==> config.mk <==
export PLATFORM = sky130hd
export DESIGN_NAME = sbox_cfg_sel
export DESIGN_NICKNAME = d
export VERILOG_FILES = /design/src/rtl/sbox_sel_pkg.sv /design/src/rtl/sbox_sel_lfsr.sv /design/src/rtl/sbox_sel_ctrl.sv /design/src/rtl/sbox_sel_dp.sv /design/src/rtl/sbox_cfg_sel.sv
export SDC_FILE = /design/constraint.sdc
export NUM_CORES = 1
export LEC_CHECK = 0
export CORE_MARGIN = 3
export CORE_UTILIZATION = 40
export CTS_BUF_LIST = sky130_fd_sc_hd__clkbuf_8
export DETAILED_ROUTE_END_ITERATION = 8
export SKIP_CTS_REPAIR_TIMING = 1
export SLEW_MARGIN = 10
export SYNTH_ARGS = -nofsm -noshare
export SYNTH_HDL_FRONTEND = slang
export SYNTH_SLANG_ARGS = --single-unit
export TNS_END_PERCENT = 10
==> constraint.sdc <==
create_clock -name clk -period 3.2 [get_ports clk]
set_clock_uncertainty 0.2 [all_clocks]
set_input_delay 0.48 -clock clk [delete_from_list [all_inputs] [get_ports clk]]
set_output_delay 0.48 -clock clk [all_outputs]
set_load 0.01 [all_outputs]
==> src/rtl/sbox_sel_pkg.sv <==
package sbox_sel_pkg;

  typedef struct packed {
    logic load;
    logic draw;
  } selStrobe_t;

endpackage

==> src/rtl/sbox_sel_lfsr.sv <==
module sbox_sel_lfsr #(
  parameter int W = 16,
  parameter logic [W-1:0] TAP_MASK = 16'hB400,
  parameter int OUT_W = 10
) (
  input  logic             clk,
  input  logic             rst_n,
  input  logic             load,
  input  logic [W-1:0]     loadVal,
  input  logic             step,
  output logic [OUT_W-1:0] low
);
  localparam logic [W-1:0] ONE = W'(1);

  logic [W-1:0] state;
  logic         feedBit;

  assign feedBit = ^(state & TAP_MASK);
  assign low     = state[OUT_W-1:0];

  always_ff @(posedge clk) begin
    if (!rst_n) begin
      state <= ONE;
    end else if (load) begin
      state <= (loadVal == '0) ? ONE : loadVal;
    end else if (step) begin
      state <= {state[W-2:0], feedBit};
    end
  end
endmodule

==> src/rtl/sbox_sel_ctrl.sv <==
module sbox_sel_ctrl
  import sbox_sel_pkg::*;
(
  input  logic       seedLoad,
  input  logic       blockStart,
  output selStrobe_t strobe
);
  always_comb begin
    strobe.load = seedLoad;
    strobe.draw = blockStart && !seedLoad;
  end
endmodule

==> src/rtl/sbox_sel_dp.sv <==
module sbox_sel_dp
  import sbox_sel_pkg::*;
#(
  parameter int LFSR_W = 16,
  parameter logic [LFSR_W-1:0] TAP_MASK = 16'hB400,
  parameter logic [LFSR_W-1:0] SEED_XOR = 16'hACE1,
  parameter int IDX_W = 5
) (
  input  logic              clk,
  input  logic              rst_n,
  input  selStrobe_t        strobe,
  input  logic [LFSR_W-1:0] seedVal,
  output logic [IDX_W-1:0]  cfgIdx,
  output logic [IDX_W-1:0]  decoyIdxA,
  output logic [IDX_W-1:0]  decoyIdxB
);
  localparam int B_OUT_W = 2 * IDX_W;
  localparam logic [IDX_W-1:0] IDX_ONE = IDX_W'(1);
  localparam logic [IDX_W-1:0] IDX_TWO = IDX_W'(2);

  logic [IDX_W-1:0]   lowA;
  logic [B_OUT_W-1:0] lowB;

  sbox_sel_lfsr #(.W(LFSR_W), .TAP_MASK(TAP_MASK), .OUT_W(IDX_W)) u_lfsrA (
    .clk(clk), .rst_n(rst_n), .load(strobe.load), .loadVal(seedVal),
    .step(strobe.draw), .low(lowA)
  );

  sbox_sel_lfsr #(.W(LFSR_W), .TAP_MASK(TAP_MASK), .OUT_W(B_OUT_W)) u_lfsrB (
    .clk(clk), .rst_n(rst_n), .load(strobe.load), .loadVal(seedVal ^ SEED_XOR),
    .step(strobe.draw), .low(lowB)
  );

  logic [IDX_W-1:0] nextA, candB, bumpB1, nextB;

  always_comb begin
    nextA  = (lowB[IDX_W-1:0] == lowA) ? lowB[IDX_W-1:0] + IDX_ONE : lowB[IDX_W-1:0];
    candB  = lowB[B_OUT_W-1:IDX_W];
    bumpB1 = (candB == lowA || candB == nextA) ? candB + IDX_ONE : candB;
    nextB  = (bumpB1 == lowA || bumpB1 == nextA) ? bumpB1 + IDX_ONE : bumpB1;
  end

  always_ff @(posedge clk) begin
    if (!rst_n) begin
      cfgIdx    <= '0;
      decoyIdxA <= IDX_ONE;
      decoyIdxB <= IDX_TWO;
    end else if (strobe.draw) begin
      cfgIdx    <= lowA;
      decoyIdxA <= nextA;
      decoyIdxB <= nextB;
    end
  end
endmodule

==> src/rtl/sbox_cfg_sel.sv <==
module sbox_cfg_sel
  import sbox_sel_pkg::*;
#(
  parameter int LFSR_W = 16,
  parameter logic [LFSR_W-1:0] TAP_MASK = 16'hB400,
  parameter logic [LFSR_W-1:0] SEED_XOR = 16'hACE1,
  parameter int IDX_W = 5
) (
  input  logic              clk,
  input  logic              rst_n,
  input  logic              seedLoad,
  input  logic [LFSR_W-1:0] seedVal,
  input  logic              blockStart,
  output logic [IDX_W-1:0]  cfgIdx,
  output logic [IDX_W-1:0]  decoyIdxA,
  output logic [IDX_W-1:0]  decoyIdxB
);
  selStrobe_t strobe;

  sbox_sel_ctrl u_ctrl (
    .seedLoad(seedLoad), .blockStart(blockStart), .strobe(strobe)
  );

  sbox_sel_dp #(
    .LFSR_W(LFSR_W), .TAP_MASK(TAP_MASK), .SEED_XOR(SEED_XOR), .IDX_W(IDX_W)
  ) u_dp (
    .clk(clk), .rst_n(rst_n), .strobe(strobe), .seedVal(seedVal),
    .cfgIdx(cfgIdx), .decoyIdxA(decoyIdxA), .decoyIdxB(decoyIdxB)
  );
endmodule

==> impl_metrics.csv, run 1 <==
group,metric,value,unit
status,outcome,"finished with violations",
status,violations,"setup timing",
die,initial_core_util,42.2,%
timing,fmax,0.298,GHz
die,boundaryPins,35,
clock_network,cts_root_buf,"clkbuf_8",
drt,wl_per_cell,17.1,um
global_routing,use_met3,3.23,%
power_and_ir_drop,pwr-share-comb,39.3,%
worst_setup_path,timing.critical_path.from,"u_dp.u_lfsrB.state[7]",
drt,num_vias,3281,
layout,final_common_cell,"nand2_1",
synthesis,post-synth-top-area-fraction,28.2,%
worst_setup_path,required,3.20,ns
power_and_ir_drop,ir_drop,0.232,mV
timing,hold_violations,0,
timing,slew_headroom,61.3,%
synthesis,yosysTopAreaCell,"dfxtp_1",
global_routing,grt_max_degree,36,
timing,period_minus_slack,3.35,ns
worst_setup_path,crit-reg2reg-launch,"u_dp.u_lfsrB.state[7]",
synthesis,ys_seq_elements,47,
drt,ant_nets,0,
worst_hold_path,hp-class,"flip-flop to flip-flop",
power_and_ir_drop,seq_power_share,39.1,%
worst_setup_path,critPathKind,"flip-flop to flip-flop",
layout,final_util,55.2,%
layout,area_delta_synth_final,30.8,%
power_and_ir_drop,clkPwrFrac,21.7,%
layout,drive_above_1_share,24.0,%
clock_network,cts_tree,"built",
drt,vias_per_cell,5.73,
drt,drt-total-wl,9.81,mm
worst_setup_path,crit_path_max_fanout,6,
drt,drtIter0Drc,172,
layout,n_antenna_cell,0,
clock_network,insertion_delay,0.31,ns
worst_setup_path,r2r_end,"u_dp.decoyIdxB[4]",
run,drv_cap,0,
placement,portBuffers,34,
synthesis,synth_warnings,0,
worst_setup_path,crit_path_end_kind,"flip-flop",
synthesis,synth_cell_types,66,
die,die_h,97.3,um
timing,worst_pin_slew,0.578,ns
placement,dp_hpwl,7.25,mm
global_routing,overflow,0,
layout,fill_cells,712,
die,die_area,0.00946,sq mm
placement,place.gp.congestion,0.951,
drt,dr.pass1.iters,5,
placement,placed_area,0.00402,sq mm
synthesis,synth_ff_type,"dfxtp_1",
clock_network,cts_buffer_depth,2,
synthesis,synth_nets,427,
layout,nNetsFinal,492,
die,row_count,32,
timing,fin_crit_sh,105,%
synthesis,synth.area.top_cells,"dfxtp_1, mux2i_1, nand2_1",
global_routing,antenna_found_initial,0,
power_and_ir_drop,internal_power,1100,uW
global_routing,use_met2,30.6,%
layout,seqCellArea,958,sq um
timing,tns,-0.151,ns
timing,drv_slew,0,
synthesis,syn_inst,405,
power_and_ir_drop,power_density,391,mW/mm^2
timing,setup_violations,1,
global_routing,grt_usage,19.9,%
worst_setup_path,cp-endpoint,"u_dp.decoyIdxB[4]",
global_routing,grt_pass1_vias,3065,
layout,multiInputGateArea,0.00235,sq mm
synthesis,synthArstFlopShare,0,%
worst_setup_path,arrival,3.35,ns
global_routing,grt_busiest_layer,"met2",
clock_network,numCtsBuffers,5,
synthesis,synth-edff-count,0,
timing,fin_ws,-0.151,ns
layout,final_cell_mix,"nand2_1, buf_4, dfxtp_1, clkdlybuf4s50_1, mux2i_1",
global_routing,grt_use_met1,28.6,%
synthesis,yosysSeqAreaShare,28.2,%
clock_network,cts_max_level,2,
worst_setup_path,reg2reg_depth,12,
layout,design_area,0.00436,sq mm
worst_setup_path,start_kind,"flip-flop",
worst_setup_path,r2r_slack,-0.15,ns
timing,rsz0062_at_grt,"yes",
die,die_w,97.3,um
synthesis,syn_avg_cell_area,8.22,sq um
clock_network,clkSlewWorstSetupHoldPaths,0.10,ns
die,core,0.00789,sq mm
power_and_ir_drop,p_sw,603,uW
clock_network,cts_sinks,47,
power_and_ir_drop,switching_share,35.4,%
power_and_ir_drop,p_leak,0.00174,uW
drt,drt_drc_violations_left,0,
global_routing,grt_pass1_wl,15.6,mm
synthesis,synthesis.area,0.00333,sq mm
## routing by layer
layer / up-vias / wire length (um)
met1: 1560 / 4580
met3: 19 / 508
met4: 0 / 174
met5: - / 0
li1: 1609 / -
met2: 93 / 4540
## registers in the layout, summed over array words and instances, names as in the netlist
signal and count:
u_dp.u_lfsrB.state 16, u_dp.cfgIdx 5, u_dp.u_lfsrA.state 16, u_dp.decoyIdxA 5, u_dp.decoyIdxB 5
## cell usage after synthesis, drive strengths merged, types with 4 or more instances
cell type and instances:
a21oi 21, clkbuf 20, dfxtp 47, nand4 7, nand2 56, inv 8
xor2 7, and2 10, nor2 11, nor3 10, mux2i 30, nor4 4
a21boi 7, buf 15, o211ai 8, a31oi 4, o2111ai 6, xnor2 20
nand3 14, o21ai 27, nand2b 5, and3 11, a211oi 7, or3 4
o211a 6
## power by group through the flow
stage	clock (uW)	sequential, uW	combinational [uW]
2_1_floorplan	0	664	382
3_3_place_gp	0	671	585
3_5_place_dp	0	673	588
4_1_cts	380	660	592
5_1_grt	404	670	723
6_report	369	664	668
## kinds of logic (layout without fill, tap and decap cells)
family	Yosys count	in the layout	synth area share (%)
and+or+nand+nor	142	142	21.6
AOI/OAI and AO/OA	113	113	25.1
DFF	47	47	28.2
buffers and inverters	43	109	6.65
muxes	30	30	9.02
xor gates and xnor gates	27	27	8.34
adders and majority gates	3	3	1.05
## how the worst min path moves through the flow
stage	from	endpoint	cells after the start
after global placement	u_dp.decoyIdxB[0]	u_dp.decoyIdxB[0]	2
after detailed placement	u_dp.decoyIdxB[0]	u_dp.decoyIdxB[0]	2
after global routing	u_dp.decoyIdxB[2]	u_dp.decoyIdxB[2]	2
final	u_dp.decoyIdxB[2]	u_dp.decoyIdxB[2]	2
after CTS	u_dp.decoyIdxB[0]	u_dp.decoyIdxB[0]	2
after floorplan	u_dp.decoyIdxB[3]	u_dp.decoyIdxB[3]	2
## stage by stage
step	total power, uW	std cells	hold slack, ns	worst slack [ns]
6_report	1700	573	0.259	-0.151
5_1_grt	1800	573	0.284	-0.236
4_1_cts	1630	568	0.274	-0.143
3_5_place_dp	1260	560	0.261	-0.0932
3_3_place_gp	1260	560	0.255	-0.0518
2_1_floorplan	1050	405	0.281	0.134
## worst max-delay path, cell delays in order (launching register included)
cell and delay, ns:
dfxtp_4 0.37, buf_6 0.12, xnor2_4 0.19, xor2_2 0.23, nand4_4 0.14, a211o_1 0.35, buf_4 0.16, nor3_1 0.31
a2111oi_4 0.14, and3_4 0.23, o2111ai_2 0.19, or4b_1 0.45, o2111a_1 0.15
## cell type report
type,instances,area share (%)
inverters,8,0.689
flip-flops and latches,47,22.0
well taps,102,2.93
multi-input cells,315,53.9
clock buffers,5,1.58
repair buffers,93,18.4
clock inverters,3,0.431
Power figures use the tool's default switching activity.
==> run 2, diff against run 1 <==
Settings changed: CORE_MARGIN 3 to unset.
==> run 2 against run 1 <==
Total power fell by 2.3%. Register-to-register slack better by 0.06 ns. Critical path depth fell by 2. Cell area is 3.4% lower. Hold slack gained 0.014 ns. Worst setup slack improved by 0.063 ns. Clock power grew 1%. Fmax increased by 1.9%. Sequential share of layout area up 0.65 points. The run still ends with setup timing left. Combinational power decreased by 6.4%. Global-route usage grew 2.8 points. Sequential power hardly changed.
==> impl_metrics.csv, run 2 (same netlist as run 1, synthesis figures left out) <==
group,metric,value,unit
status,outcome,"finished with violations",
status,violations,"setup timing",
die,die_w,93.3,um
worst_setup_path,crit_buf_inv,1,
power_and_ir_drop,power_density,395,mW/mm^2
power_and_ir_drop,ir_drop,0.303,mV
power_and_ir_drop,p_leak,0.00171,uW
drt,dr.pass1.iters,5,
die,row_count,32,
layout,top_regs,"u_dp.u_lfsrA.state: 16 flops, u_dp.u_lfsrB.state: 16 flops",
worst_setup_path,r2r_end,"u_dp.decoyIdxB[4]",
drt,drt-total-wl,9.57,mm
layout,final_cell_mix,"nand2_1, buf_4, dfxtp_1, clkdlybuf4s50_1, mux2i_1",
worst_setup_path,crit_path_cell_trace,"buf_4 > xnor2_1 > o211ai_2 > a211o_1 > o31ai_4 > a211oi_2 > o21a_2 > o2111ai_2 > or4b_1 > o2111a_1",
global_routing,grt_pass1_wl,15.5,mm
clock_network,cts_root_buf,"clkbuf_8",
timing,fin_crit_sh,103,%
placement,placed_area,0.00400,sq mm
timing,whs,0.273,ns
worst_setup_path,required,3.20,ns
layout,layout.cells.non_filler,570,
worst_hold_path,min_delay_worst_endpoint,"u_dp.decoyIdxB[2]",
timing,setup_violations,1,
placement,portBuffers,34,
clock_network,cts_sinks,47,
clock_network,insertion_delay,0.31,ns
drt,ant_nets,0,
placement,pre_cts_ws,-0.0793,ns
timing,rsz0062_at_grt,"yes",
worst_setup_path,r2r_slack,-0.09,ns
worst_setup_path,reg2reg_depth,10,
drt,drtIter0Drc,169,
clock_network,cts_tree,"built",
layout,final_common_cell,"nand2_1",
global_routing,grt_usage,22.7,%
timing,slew_headroom,51.4,%
clock_network,clkSlewWorstSetupHoldPaths,0.10,ns
drt,drt_drc_violations_left,0,
die,die_area,0.00870,sq mm
timing,drv_slew,0,
placement,place.gp.congestion,0.851,
global_routing,grt_max_degree,34,
worst_setup_path,start_kind,"flip-flop",
worst_setup_path,crit_path_max_fanout,4,
layout,n_antenna_cell,0,
layout,design_area,0.00421,sq mm
timing,fin_ws,-0.0884,ns
placement,dp_hpwl,7.15,mm
worst_setup_path,crit_path_end_kind,"flip-flop",
die,boundaryPins,35,
global_routing,antenna_found_initial,0,
timing,fmax,0.304,GHz
placement,dpl.cell_count,559,
global_routing,overflow,0,
worst_setup_path,arrival,3.29,ns
layout,area_delta_synth_final,26.3,%
timing,hold_violations,0,
drt,num_vias,3246,
worst_setup_path,crit_family,"compound AO/OA/AOI/OAI gates",
drt,wl_per_cell,16.8,um
clock_network,numCtsBuffers,5,
global_routing,grt_pass1_vias,3070,
worst_setup_path,critPathKind,"flip-flop to flip-flop",
timing,period_minus_slack,3.29,ns
die,core,0.00789,sq mm
drt,vias_per_cell,5.69,
worst_hold_path,min_path_cells,2,
worst_setup_path,max_stage_delay,0.46,ns
worst_hold_path,hp-start,"u_dp.decoyIdxB[2]",
worst_setup_path,crit_slowest_cell,"or4b_1",
run,drv_cap,0,
timing,worst_pin_slew,0.727,ns
die,initial_core_util,42.2,%
clock_network,cts_buffer_depth,2,
clock_network,cts_max_level,2,
layout,nNetsFinal,489,
worst_hold_path,hp-class,"flip-flop to flip-flop",
die,die_h,93.3,um
layout,drive_above_1_share,22.0,%
worst_setup_path,crit-reg2reg-launch,"u_dp.u_lfsrB.state[0]",
==> run 2: cell count changes in the layout (fill, tap and decap cells not counted), sizes merged <==
cell,previous run,this run
buf,60,57
==> run 2: metal layers <==
metal	GRT usage [%]	wire length, um
met5	0	0
met4	6.79	41
met3	2.68	309
met2	35.8	4480
met1	32.3	4740
==> run 2: final cells by class <==
class                           instances  area, sq um
Clock inverter                          3         22.5
Inverter                                8         30.0
Sequential cell                        47          953
Tap cell                              102          128
Timing Repair Buffer                   90          759
Multi-Input combinational cell        315         2250
Clock buffer                            5         68.8
Fill cell                             762         3680
==> run 2: worst max path at each step <==
stage                                startpoint           endpoint  slack [ns]  cells after the start
after floorplan           u_dp.u_lfsrB.state[0]  u_dp.decoyIdxB[4]        0.13                     13
after global placement    u_dp.u_lfsrA.state[4]  u_dp.decoyIdxB[4]       -0.06                     10
after detailed placement  u_dp.u_lfsrB.state[2]  u_dp.decoyIdxB[4]       -0.08                     10
after CTS                 u_dp.u_lfsrB.state[2]  u_dp.decoyIdxB[4]       -0.13                     10
after global routing      u_dp.u_lfsrB.state[3]  u_dp.decoyIdxB[4]       -0.18                     11
final                     u_dp.u_lfsrB.state[0]  u_dp.decoyIdxB[4]       -0.09                     10
==> run 2: power by group <==
| group | internal [uW] | switching (uW) |
|---|---|---|
| Sequential | 626 | 38.3 |
| Clock | 157 | 216 |
| Combinational | 294 | 331 |
| Total | 1080 | 585 |
==> run 2: worst min-delay path, stage by stage, from the launching register on <==
cell	delay (ns)
dfxtp_1	0.32
nand2_1	0.05
a21boi_0	0.07
==> run 2: per-stage QoR <==
step / total power [uW] / util [%] / setup TNS (ns)
finish: 1660 / 53.3 / -0.0884
global route: 1750 / 53.3 / -0.251
CTS: 1640 / 51.9 / -0.220
detailed placement: 1260 / 50.7 / -0.110
global placement: 1250 / 50.7 / -0.0551
floorplan: 1050 / - / 0
==> run 3, diff against run 2 <==
Settings changed: CAP_MARGIN set to 10, CORE_UTILIZATION 40 to 52, CTS_BUF_LIST sky130_fd_sc_hd__clkbuf_8 to unset, PLACE_DENSITY set to 0.77.
==> run 3 against run 2 <==
The run still ends with setup timing left. Critical endpoint unchanged. Register-to-register slack better by 0.09 ns. Clock-buffer cell count did not move. Worst setup slack improved by 0.088 ns. Non-clock buffer count fell by 3. Sequential share of layout area about the same.
==> impl_metrics.csv, run 3 (same netlist as run 1, synthesis figures left out) <==
group,metric,value,unit
layout,drive_above_1_share,22.2,%
power_and_ir_drop,power_density,414,mW/mm^2
placement,dp_hpwl,6.78,mm
die,boundaryPins,35,
global_routing,overflow,0,
timing,period_minus_slack,3.20,ns
placement,portBuffers,34,
drt,dr.pass1.iters,5,
global_routing,grt_max_degree,34,
die,row_count,28,
timing,hold_violations,0,
timing,fin_crit_sh,100,%
drt,vias_per_cell,6.04,
die,initial_core_util,55.0,%
worst_hold_path,hp-class,"flip-flop to flip-flop",
worst_setup_path,crit_path_end_kind,"flip-flop",
layout,area_delta_synth_final,26.4,%
die,die_area,0.00673,sq mm
placement,place.gp.congestion,0.886,
timing,fmax,0.312,GHz
run,drv_cap,0,
clock_network,cts_tree,"built",
clock_network,cts_max_level,2,
die,core,0.00606,sq mm
drt,ant_nets,0,
layout,nNetsFinal,486,
drt,wl_per_cell,17.0,um
layout,top_regs,"u_dp.u_lfsrA.state: 16 flops, u_dp.u_lfsrB.state: 16 flops",
timing,worst_pin_slew,0.743,ns
worst_setup_path,critPathKind,"flip-flop to flip-flop",
global_routing,antenna_found_initial,0,
timing,drv_slew,0,
global_routing,grt_pass1_wl,14.6,mm
drt,drt_drc_violations_left,0,
worst_setup_path,start_kind,"flip-flop",
timing,whs,0.272,ns
timing,setup_violations,1,
worst_setup_path,arrival,3.21,ns
power_and_ir_drop,p_total,1740,uW
timing,rsz0062_at_grt,"yes",
power_and_ir_drop,ir_drop,0.328,mV
power_and_ir_drop,p_leak,0.00171,uW
clock_network,cts_sinks,47,
layout,final_common_cell,"nand2_1",
global_routing,grt_usage,28.6,%
worst_setup_path,required,3.21,ns
layout,final_util,69.5,%
clock_network,cts_buffer_depth,2,
status,violations,"setup timing",
drt,num_vias,3262,
drt,drt-total-wl,9.20,mm
timing,fin_ws,-0.0000935,ns
worst_setup_path,crit_path_max_fanout,7,
timing,slew_headroom,50.3,%
clock_network,insertion_delay,0.31,ns
status,outcome,"finished with violations",
layout,final_cell_mix,"nand2_1, buf_4, dfxtp_1, clkdlybuf4s50_1, mux2i_1",
global_routing,grt_pass1_vias,2925,
die,die_w,82.0,um
drt,drtIter0Drc,217,
clock_network,numCtsBuffers,5,
placement,placed_area,0.00393,sq mm
clock_network,cts_root_buf,"clkbuf_8",
layout,n_antenna_cell,0,
placement,pre_cts_ws,-0.0444,ns
die,die_h,82.0,um
layout,design_area,0.00421,sq mm
clock_network,clkSlewWorstSetupHoldPaths,0.10,ns
run 3: power by group:
group	leakage, uW	switching (uW)	internal, uW	total [uW]
clock network	0.0000548	217	236	452
registers	0.000390	38.4	626	664
logic	0.00127	327	297	624
total	0.00171	582	1160	1740
run 3: metrics by stage:
stage | setup TNS, ns | cells
global placement | -0.0480 | 526
finish | -0.0000935 | 540
global route | -0.652 | 540
detailed placement | -0.0444 | 526
floorplan | 0 | 405
CTS | -0.0845 | 534
run 3: path summary, 6_finish.rpt:
| check | depth (start not counted) | endpoint | startpoint | slack (ns) |
|---|---|---|---|---|
| worst min register to register | 2 | u_dp.cfgIdx[1] | u_dp.cfgIdx[1] | 0.27 |
| worst min-delay path | 2 | u_dp.cfgIdx[1] | u_dp.cfgIdx[1] | 0.27 |
| worst max register to register | 11 | u_dp.decoyIdxB[4] | u_dp.u_lfsrB.state[2] | -0.00009 |
| worst max-delay path | 11 | u_dp.decoyIdxB[4] | u_dp.u_lfsrB.state[2] | -0.00009 |
run 3: layout make-up:
cell class,instances,area [sq um]
clock buffer,5,68.8
clock inverter,3,46.3
fill,501,1850
inverter,8,30.0
multi-input combinational,315,2260
sequential,47,953
tap,75,93.8
timing repair buffer,87,753
run 3: critical path: stages, from the launching register on:
cell and delay [ns]:
dfxtp_2 0.36, buf_12 0.14, xnor2_4 0.17, xor2_1 0.19, nand4_2 0.14, a211o_4 0.39, o31ai_4 0.33, a211oi_2 0.16
o21a_2 0.26, o2111ai_2 0.17, or4b_1 0.46, o2111a_1 0.14
run 3: metal layers:
metal	global-route usage [%]	routed length, um	part of all wire, %	vias to the layer above
li1	-	-	-	1600
met1	40.8	4240	46	1541
met2	46.5	4300	47	114
met3	3.11	590	6.4	7
met4	5.09	61	0.66	0
met5	0	0	0	-
